`src/rtl/dse_pkg.sv`:
```
package dse_pkg;

  localparam int OFF_W = 20;

  localparam logic [7:0] OP_NOP    = 8'h00;
  localparam logic [7:0] OP_SINGLE = 8'h01;
  localparam logic [7:0] OP_BURST  = 8'h09;

  localparam logic [1:0] SEL_CTRL = 2'd0;
  localparam logic [1:0] SEL_HEAD = 2'd1;
  localparam logic [1:0] SEL_TAIL = 2'd2;

  typedef enum logic [1:0] {ST_IDLE, ST_REQ, ST_WAIT, ST_EXEC} seq_state_e;

  // Upper dword of an instruction word: the field layout is decoded by hardware.
  typedef struct packed {
    logic [7:0]       op;
    logic [3:0]       be;
    logic [OFF_W-1:0] off;
  } hdr_t;

  function automatic logic op_known(logic [7:0] op);
    return (op == OP_NOP) || (op == OP_SINGLE) || (op == OP_BURST);
  endfunction

  function automatic logic [31:0] lane_pick(logic [63:0] q, logic hi);
    return hi ? q[63:32] : q[31:0];
  endfunction

endpackage

```
`src/rtl/dse_cfg_regs.sv`:
```
module dse_cfg_regs
  import dse_pkg::*;
#(
  parameter int AW = 32,
  localparam int QW = AW - 3
) (
  input  logic          clk,
  input  logic          rst_n,
  input  logic          cfg_wr,
  input  logic [1:0]    cfg_sel,
  input  logic [AW-1:0] cfg_wdata,
  input  logic          busy,
  output logic          enable_q,
  output logic [QW-1:0] head_q,
  output logic [QW-1:0] tail_q,
  output logic          start
);

  logic cfg_accept;
  logic cfg_unused;

  assign cfg_accept = cfg_wr && !busy;
  assign start      = cfg_accept && (cfg_sel == SEL_TAIL) && enable_q;
  assign cfg_unused = ^cfg_wdata[2:1];

  always_ff @(posedge clk or negedge rst_n) begin
    if (!rst_n) begin
      enable_q <= 1'b0;
      head_q   <= '0;
      tail_q   <= '0;
    end else if (cfg_accept) begin
      case (cfg_sel)
        SEL_CTRL: enable_q <= cfg_wdata[0];
        SEL_HEAD: head_q   <= cfg_wdata[AW-1:3];
        SEL_TAIL: tail_q   <= cfg_wdata[AW-1:3];
        default: ;
      endcase
    end
  end

  AST_PTR_FROZEN: assert property (@(posedge clk) disable iff (!rst_n)
    busy |=> ($stable(head_q) && $stable(tail_q)));
  AST_ENABLE_FROZEN: assert property (@(posedge clk) disable iff (!rst_n)
    busy |=> $stable(enable_q));

endmodule

```
`src/rtl/dse_sequencer.sv`:
```
module dse_sequencer
  import dse_pkg::*;
#(
  parameter int AW = 32,
  localparam int QW = AW - 3
) (
  input  logic             clk,
  input  logic             rst_n,
  input  logic             start,
  input  logic [QW-1:0]    head_q,
  input  logic [QW-1:0]    tail_q,
  input  logic             mem_rvalid,
  input  logic [63:0]      mem_rdata,
  output logic             busy,
  output logic             mem_req,
  output logic [AW-1:0]    mem_addr,
  output logic             rw_valid,
  output logic [OFF_W-1:0] rw_addr,
  output logic [31:0]      rw_data,
  output logic [3:0]       rw_be,
  output logic             err
);

  seq_state_e       state_q;
  logic [QW-1:0]    pos_q;
  logic [63:0]      qw_q;
  logic             in_burst_q;
  logic             lane_q;
  logic [31:0]      remain_q;
  logic [OFF_W-1:0] burst_off_q;
  logic             err_q;
  hdr_t             hdr;

  // Named internal events
  logic fetch_done;
  logic exec_hdr;
  logic exec_data;
  logic last_data;

  assign hdr        = qw_q[63:32];
  assign fetch_done = (state_q == ST_REQ) && (pos_q == tail_q);
  assign exec_hdr   = (state_q == ST_EXEC) && !in_burst_q;
  assign exec_data  = (state_q == ST_EXEC) && in_burst_q;
  assign last_data  = exec_data && (remain_q == 32'd1);

  assign busy     = (state_q != ST_IDLE);
  assign mem_req  = (state_q == ST_REQ) && !fetch_done;
  assign mem_addr = {pos_q, 3'b000};
  assign err      = err_q;

  always_comb begin
    rw_valid = 1'b0;
    rw_addr  = hdr.off;
    rw_data  = qw_q[31:0];
    rw_be    = hdr.be;
    if (exec_data) begin
      rw_valid = 1'b1;
      rw_addr  = burst_off_q;
      rw_data  = lane_pick(qw_q, lane_q);
      rw_be    = 4'hF;
    end else if (exec_hdr && (hdr.op == OP_SINGLE)) begin
      rw_valid = 1'b1;
    end
  end

  always_ff @(posedge clk or negedge rst_n) begin
    if (!rst_n) begin
      state_q     <= ST_IDLE;
      pos_q       <= '0;
      qw_q        <= '0;
      in_burst_q  <= 1'b0;
      lane_q      <= 1'b0;
      remain_q    <= '0;
      burst_off_q <= '0;
      err_q       <= 1'b0;
    end else begin
      case (state_q)
        ST_IDLE: begin
          if (start) begin
            state_q    <= ST_REQ;
            pos_q      <= head_q;
            in_burst_q <= 1'b0;
            lane_q     <= 1'b0;
          end
        end
        ST_REQ: begin
          state_q <= fetch_done ? ST_IDLE : ST_WAIT;
        end
        ST_WAIT: begin
          if (mem_rvalid) begin
            qw_q    <= mem_rdata;
            pos_q   <= pos_q + 1'b1;
            lane_q  <= 1'b0;
            state_q <= ST_EXEC;
          end
        end
        ST_EXEC: begin
          if (in_burst_q) begin
            remain_q <= remain_q - 32'd1;
            if (last_data) begin
              in_burst_q <= 1'b0;
              state_q    <= ST_REQ;
            end else if (!lane_q) begin
              lane_q <= 1'b1;
            end else begin
              state_q <= ST_REQ;
            end
          end else begin
            state_q <= ST_REQ;
            if (!op_known(hdr.op)) begin
              err_q <= 1'b1;
            end else if ((hdr.op == OP_BURST) && (qw_q[31:0] != 32'd0)) begin
              in_burst_q  <= 1'b1;
              remain_q    <= qw_q[31:0];
              burst_off_q <= hdr.off;
            end
          end
        end
        default: state_q <= ST_IDLE;
      endcase
    end
  end

  AST_REQ_IN_RUN: assert property (@(posedge clk) disable iff (!rst_n)
    mem_req |-> busy);
  AST_SINGLE_OUTSTANDING: assert property (@(posedge clk) disable iff (!rst_n)
    mem_req |=> !mem_req);
  AST_ERR_STICKY: assert property (@(posedge clk) disable iff (!rst_n)
    err_q |=> err_q);
  AST_STOP_AT_TAIL: assert property (@(posedge clk) disable iff (!rst_n)
    $fell(busy) |-> ($past(pos_q) == $past(tail_q)));
  AST_NO_WRITE_DURING_FETCH: assert property (@(posedge clk) disable iff (!rst_n)
    rw_valid |-> !mem_req);

endmodule

```
`src/rtl/dreg_stream_engine.sv`:
```
module dreg_stream_engine
  import dse_pkg::*;
#(
  parameter int AW = 32
) (
  input  logic          clk,
  input  logic          rst_n,
  input  logic          cfg_wr,
  input  logic [1:0]    cfg_sel,
  input  logic [AW-1:0] cfg_wdata,
  output logic          ctrl_enable,
  output logic          ctrl_busy,
  output logic          ctrl_err,
  output logic          mem_req,
  output logic [AW-1:0] mem_addr,
  input  logic          mem_rvalid,
  input  logic [63:0]   mem_rdata,
  output logic          rw_valid,
  output logic [19:0]   rw_addr,
  output logic [31:0]   rw_data,
  output logic [3:0]    rw_be
);

  localparam int QW = AW - 3;

  logic [QW-1:0] head_w;
  logic [QW-1:0] tail_w;
  logic          start_w;
  logic          busy_w;

  dse_cfg_regs #(.AW(AW)) u_cfg (
    .clk      (clk),
    .rst_n    (rst_n),
    .cfg_wr   (cfg_wr),
    .cfg_sel  (cfg_sel),
    .cfg_wdata(cfg_wdata),
    .busy     (busy_w),
    .enable_q (ctrl_enable),
    .head_q   (head_w),
    .tail_q   (tail_w),
    .start    (start_w)
  );

  dse_sequencer #(.AW(AW)) u_seq (
    .clk       (clk),
    .rst_n     (rst_n),
    .start     (start_w),
    .head_q    (head_w),
    .tail_q    (tail_w),
    .mem_rvalid(mem_rvalid),
    .mem_rdata (mem_rdata),
    .busy      (busy_w),
    .mem_req   (mem_req),
    .mem_addr  (mem_addr),
    .rw_valid  (rw_valid),
    .rw_addr   (rw_addr),
    .rw_data   (rw_data),
    .rw_be     (rw_be),
    .err       (ctrl_err)
  );

  assign ctrl_busy = busy_w;

endmodule

```
`config.mk`:
```
export PLATFORM = sky130hd
export DESIGN_NAME = dreg_stream_engine
export DESIGN_NICKNAME = d
export VERILOG_FILES = /design/src/rtl/dse_pkg.sv /design/src/rtl/dse_cfg_regs.sv /design/src/rtl/dse_sequencer.sv /design/src/rtl/dreg_stream_engine.sv
export SDC_FILE = /design/constraint.sdc
export NUM_CORES = 1
export LEC_CHECK = 0
export BUFFER_PORTS_ARGS = -buffer_cell sky130_fd_sc_hd__buf_2
export CAP_MARGIN = 20
export CORE_UTILIZATION = 55
export CTS_CLUSTER_SIZE = 10
export DETAILED_ROUTE_END_ITERATION = 8
export PLACE_DENSITY = 0.82
export SLEW_MARGIN = 30
export SYNTH_ARGS = -nofsm -noshare
export SYNTH_HDL_FRONTEND = slang
export SYNTH_SLANG_ARGS = --single-unit
```
`constraint.sdc`:
```
create_clock -name clk -period 3 [get_ports clk]
set_clock_uncertainty 0.05 [all_clocks]
set_input_delay 0.45 -clock clk [delete_from_list [all_inputs] [get_ports clk]]
set_output_delay 0.45 -clock clk [all_outputs]
set_load 0.02 [all_outputs]
```
; ---- Word-level counts from Yosys, hierarchy flattened
; Cells that the tools add are included.
[classes]
addsub = 2
eq_ne = 14
muxes = 29
n_bitwise = 2
n_reduce_logical = 36
[op_table]
columns = operator, n
row1 = 2-to-1 mux 32 bit, 5
row2 = 2-to-1 mux 29 bit, 2
row3 = case mux 29 bit (2 select lines), 1
row4 = "== test 32 x 1 -> 1 bit, second input constant", 1
row5 = nonzero test 32 bit, 1
row6 = "subtractor 32 x 1 -> 32 bit, second input constant", 1
row7 = "adder 29 x 1 -> 29 bit, second input constant", 1
row8 = == test 29 bit, 1
row9 = 2-to-1 mux 20 bit, 1
row10 = 2-to-1 mux 2 bit, 6
row11 = AND reduction 3 bit, 4
row12 = logical AND 1 bit, 10
row13 = 2-to-1 mux 1 bit, 10
row14 = AND reduction 2 bit, 5
row15 = nonzero test 2 bit, 5
row16 = "== test 8 x 1 -> 1 bit, second input constant", 1
row17 = "== test 8 x 4 -> 1 bit, second input constant", 1
row18 = zero test 8 bit, 1
row19 = case mux 2 bit (4 select lines), 1
row20 = "== test 2 bit, second input constant", 3
row21 = "!= test 2 bit, second input constant", 3
row22 = AND reduction 5 bit, 1
row23 = "== test 2 x 1 -> 1 bit, second input constant", 2
row24 = zero test 2 bit, 2
row25 = 10 further kinds, 14
[word_totals]
register_bits = 209
in_bits = 102
output_inout_bits = 93
wordCells = 94

; ---- Logic depth before layout (Yosys ltp)
[depth]
depth_word = 7
ltp_mapped = 9

; ---- By module
; A second synthesis with hierarchy kept.
[unflattened]
hier_cells = 939
area_unflattened_um2 = 10674.0
[by_module_without_submodules]
columns = mod, n_inst, cells_each, area_each_um2
row1 = dse_sequencer, 1, 811, 8413.1
row2 = dse_cfg_regs, 1, 128, 2260.9

; ---- Worst setup path after synthesis
; No wires, ideal clock.
[synth_path]
path_kind = register -> output
from = reg u_seq.state_q[0]
to = out rw_data[27]
arrival_time_ns = 1.934
required_time_ns = 2.500
slack_ns = 0.566
stages_incl_launch_ff = 7
n_path_buf = 1
cell_sequence = dfrtp_1 > ha_1 > inv_1 > nor2_1 > nand2_1 > clkbuf_1 > o21ai_0
[synth_via]
elab_chain_cells = 3
[synth_lines]
columns = item, line_no
row1 = start: declaration, dse_sequencer.sv:24  ; seq_state_e state_q;
row2 = start signal: assignment, dse_sequencer.sv:87  ; state_q <= fetch_done ? ST_IDLE : ST_WAIT;
row3 = == test 2 bit, dse_sequencer.sv:43  ; assign exec_data = (state_q == ST_EXEC) && in_burst_q;
row4 = logical AND 1 bit, dse_sequencer.sv:43
row5 = 2-to-1 mux 32 bit, dse_sequencer.sv:56  ; if (exec_data) begin
row6 = end: declaration, dreg_stream_engine.sv:20  ; output logic [31:0] rw_data,
; No other way between the ends.

; ---- Worst setup path in the final report
[layout_path]
from = reg u_seq.pos_q[13]
to = out mem_req
[layout_via]
elab_chain_cells = 4
[layout_lines]
columns = item, line_no
row1 = start: declaration, dse_sequencer.sv:25  ; logic [QW-1:0] pos_q;
row2 = start signal: assignment, dse_sequencer.sv:81  ; pos_q <= head_q;
row3 = start signal: assignment, dse_sequencer.sv:92  ; pos_q <= pos_q + 1'b1;
row4 = == test 29 bit, dse_sequencer.sv:41  ; assign fetch_done = (state_q == ST_REQ) && (pos_q == tail_q);
row5 = logical AND 1 bit, dse_sequencer.sv:41
row6 = zero test 1 bit, dse_sequencer.sv:47  ; assign mem_req = (state_q == ST_REQ) && !fetch_done;
row7 = logical AND 1 bit, dse_sequencer.sv:47
row8 = end: declaration, dreg_stream_engine.sv:14  ; output logic mem_req,
; No other way between the ends.

==> results by group <==
Worst setup path
  – Crit Path Class: reg -> out
  – Worst-path fanout max: 7
  – Critical Path AT: 2.42 ns
  – Worst setup SP type: flop
  – R2R depth: 7
  – Crit path capture type: output pin
  – CP Data Required Time: approximately 2.5 ns

Global routing
  – Total Routing Usage GR: ~30%
  – Grt total ovfl: 0
  – Vias in the first global route: 8968
  – Largest net degree at the start of global routing: slightly above 90
  – Antenna violations before repair: 2
  – First-pass GRT wire length: roughly 47 mm

Finish
  – Highest-count cells in the layout ignoring fill and taps: dfrtp_1, buf_2, nand2_1, mux2_2, nor3_1
  – Reg area: 0.00523 sq mm
  – Most common cell after layout, fill and taps aside: dfrtp_1
  – Layout cell share with drive strength beyond 1: about a third
  – Fillcell total: ~1500
  – Final #Nets: 1348
  – Utilization after layout: 66.4%
  – Post-route insts no fill: around 1500
  – Multi-input logic area: 0.00532 sq mm
  – Area delta synth->final: 18.4%

Synth
  – Distinct cells, synth: slightly above 70
  – Asr flop ratio synth: 100%
  – Ys flop type: dfrtp_1
  – Synth Instances: 1058
  – Netlist Area Pre-Place: ~0.011 sq mm
  – Register bit total from synthesis: 209
  – Syn avg cell area: 10.3 sq um
  – Sequential area share after synthesis: 48.1%
  – Yosys warnings: 0
  – EDFF count, synth: 0

Floorplan
  – # IOs: 195
  – Initial Utilization: 56.1%
  – Std-Cell Rows: between 50 and 60
  – Core area: 0.0194 sq mm
  – Die Wd: between 100 and 150 um
  – Die Y: around 140 um
  – Die area: between 0.02 and 0.025 sq mm

Routing
  – DRT Pass-1 Iters: 7
  – Routed len/inst: 19.7 um
  – Avg Vias per Cell: 6.19
  – Post-route ant nets: 0
  – Via count: 9335
  – Initial drt markers: 864
  – Remaining DRCs: 0
  – Final wirelength: 29.7 mm

STA
  – Fmax: 342 MHz
  – RSZ-0062 raised after global routing: no
  – WHS: -0.0329 ns
  – Final Slew Violations: 0
  – Tcrit/Tclk final: a little over nine tenths
  – Setup TNS Final: 0 ns
  – Count of final hold-check violations: 12
  – Least-Margin Pin Slew: 0.826 ns
  – Slew headroom: around 45%
  – Final Critical Period: 2.92 ns
  – Count of final setup violators: 0

Clock network
  – CTS Buffer Depth: 3
  – Hold-fix buffers, CTS: 0
  – Worst-Skew Late Latency: 0.52 ns
  – CTS tree: yes
  – Setup repair bufs after CTS: 0
  – H-Tree Depth: 1
  – Clk root buf: clkbuf_16
  – Num Clock Sinks: approximately 210
  – Worst-path clk slew: 0.06 ns
  – CTS Buf Count: 25

Pwr
  – VDD IR max: 0.000725 V
  – LEAKAGE: 0.00599 uW
  – Part of the power in combinational logic: 43.5%
  – Pwr dens: about 1100 mW/mm^2
  – Switch Pwr: approximately 6100 uW
  – Clock share of power: 18.3%
  – Int Power: 8450 uW
  – Pwr Total: ~15000 uW
  – Sw frac: 42.0%
  – Reg power frac: 38.3%

Status
  – Failing checks: hold timing
  – Run status: complete, but fails checks

Placed design
  – DP HPWL: around 20 mm
  – Final GP Congestion: 0.897
  – Buffers added on ports: 189
  – Placed cells: 1476

Run
  – Total of max-cap violations: 0

Hold path
  – Path category of the worst min-delay check: in -> async
-- synthesized netlist by cell type, drive strengths merged (11+ instances only) --
master / number / area share, %
xor2: 19 / 1.5
o32ai: 12 / 0.97
or4: 11 / 0.80
mux2i: 15 / 1.4
a21oi: 31 / 1.4
nor2: 35 / 1.2
inv: 18 / 0.62
nor4: 37 / 2.3
nor3: 41 / 1.9
nand2: 176 / 6.1
clkbuf: 55 / 1.9
nand3: 20 / 0.92
o22ai: 25 / 1.4
buf: 16 / 0.83
o21ai: 26 / 1.2
nand4: 22 / 1.3
dfrtp: 209 / 48
mux2: 144 / 15
-- critical path, cell delays in order (launching register included) --
cell	delay (ns)
dfrtp_1	0.49
xor2_1	0.20
nor4_1	0.43
nand4_1	0.20
o41a_1	0.40
buf_2	0.18
-- kinds of logic (layout without fill, tap and decap cells) --
kind of cell	Yosys count	count (layout)	share of synthesized area, %
flip-flops	209	209	48.1
multiplexers	159	159	16.3
adder cells (fa/ha/maj)	8	8	0.920
AO/OA/AOI/OAI	171	171	11.1
AND/OR/NAND/NOR	392	392	17.9
other	1	4	0.0345
XOR/XNOR	29	29	2.33
buffers and inverters	89	271	3.35
-- stage by stage --
| stage | hold slack, ns | setup slack, ns | area, sq um |
|---|---|---|---|
| after floorplan | 0.104 | 0.566 | 10900 |
| after global placement | 0.396 | 0.387 | 12200 |
| after detailed placement | 0.436 | 0.365 | 12200 |
| after CTS | 0.0123 | 0.0152 | 12900 |
| after global routing | 0.0475 | 0.000288 | 12900 |
| final | -0.0329 | 0.0770 | 12900 |
-- state kept, by name, indices dropped and copies added, names as in the netlist --
register / flops
u_seq.qw_q: 64
u_seq.remain_q: 32
u_cfg.head_q: 29
u_cfg.tail_q: 29
u_seq.pos_q: 29
u_seq.burst_off_q: 20
u_seq.state_q: 2
u_cfg.enable_q: 1
u_seq.err: 1
u_seq.in_burst_q: 1
u_seq.lane_q: 1
-- power by group through the flow --
stage	combinational (uW)	clock, uW	sequential (uW)
detailed placement	6220	0	5550
global route	6850	2780	5740
CTS	6280	2690	5520
finish	6330	2660	5570
global placement	6030	0	5470
floorplan	4340	0	5300
-- what timing repair did --
action                     4_1_cts  5_1_grt
cloned                           0        0
resized for setup                1        4
setup endpoints to repair        6        3
pin swaps                        0        0
-- worst paths after layout --
check | slack [ns] | end | from
min in group clk | 0.09 | u_cfg.tail_q[21]$_DFFE_PN0N_ | cfg_wdata[24]
max | 0.08 | mem_req | u_seq.pos_q[13]$_DFFE_PN0P_
min | -0.03 | u_seq.state_q[1]$_DFFE_PN0P_ | rst_n
min reg2reg | 0.45 | u_cfg.tail_q[26]$_DFFE_PN0N_ | u_cfg.tail_q[26]$_DFFE_PN0N_
max in group asynchronous | 2.18 | u_seq.qw_q[37]$_DFFE_PN0P_ | rst_n
max reg2reg | 0.31 | u_seq.remain_q[24]$_DFFE_PN0P_ | u_seq.qw_q[60]$_DFFE_PN0P_
-- final cells by class --
cell class | instances | share of cell area, %
inverter | 18 | 0.524
timing repair buffer | 222 | 9.78
antenna | 1 | 0.0194
tap | 265 | 2.57
multi-input combinational | 762 | 41.3
clock buffer | 29 | 4.97
clock inverter | 2 | 0.272
sequential | 209 | 40.6
-- per-layer routing --
| layer | vias up | wire length, um | global-route usage, % |
|---|---|---|---|
| met4 | 2 | 992 | 11.3 |
| met2 | 483 | 14200 | 48.4 |
| met3 | 78 | 2540 | 5.40 |
| met5 | - | 13 | 0 |
| met1 | 4544 | 12000 | 38.2 |
| li1 | 4228 | - | - |
(Power assumes the default switching activity.)
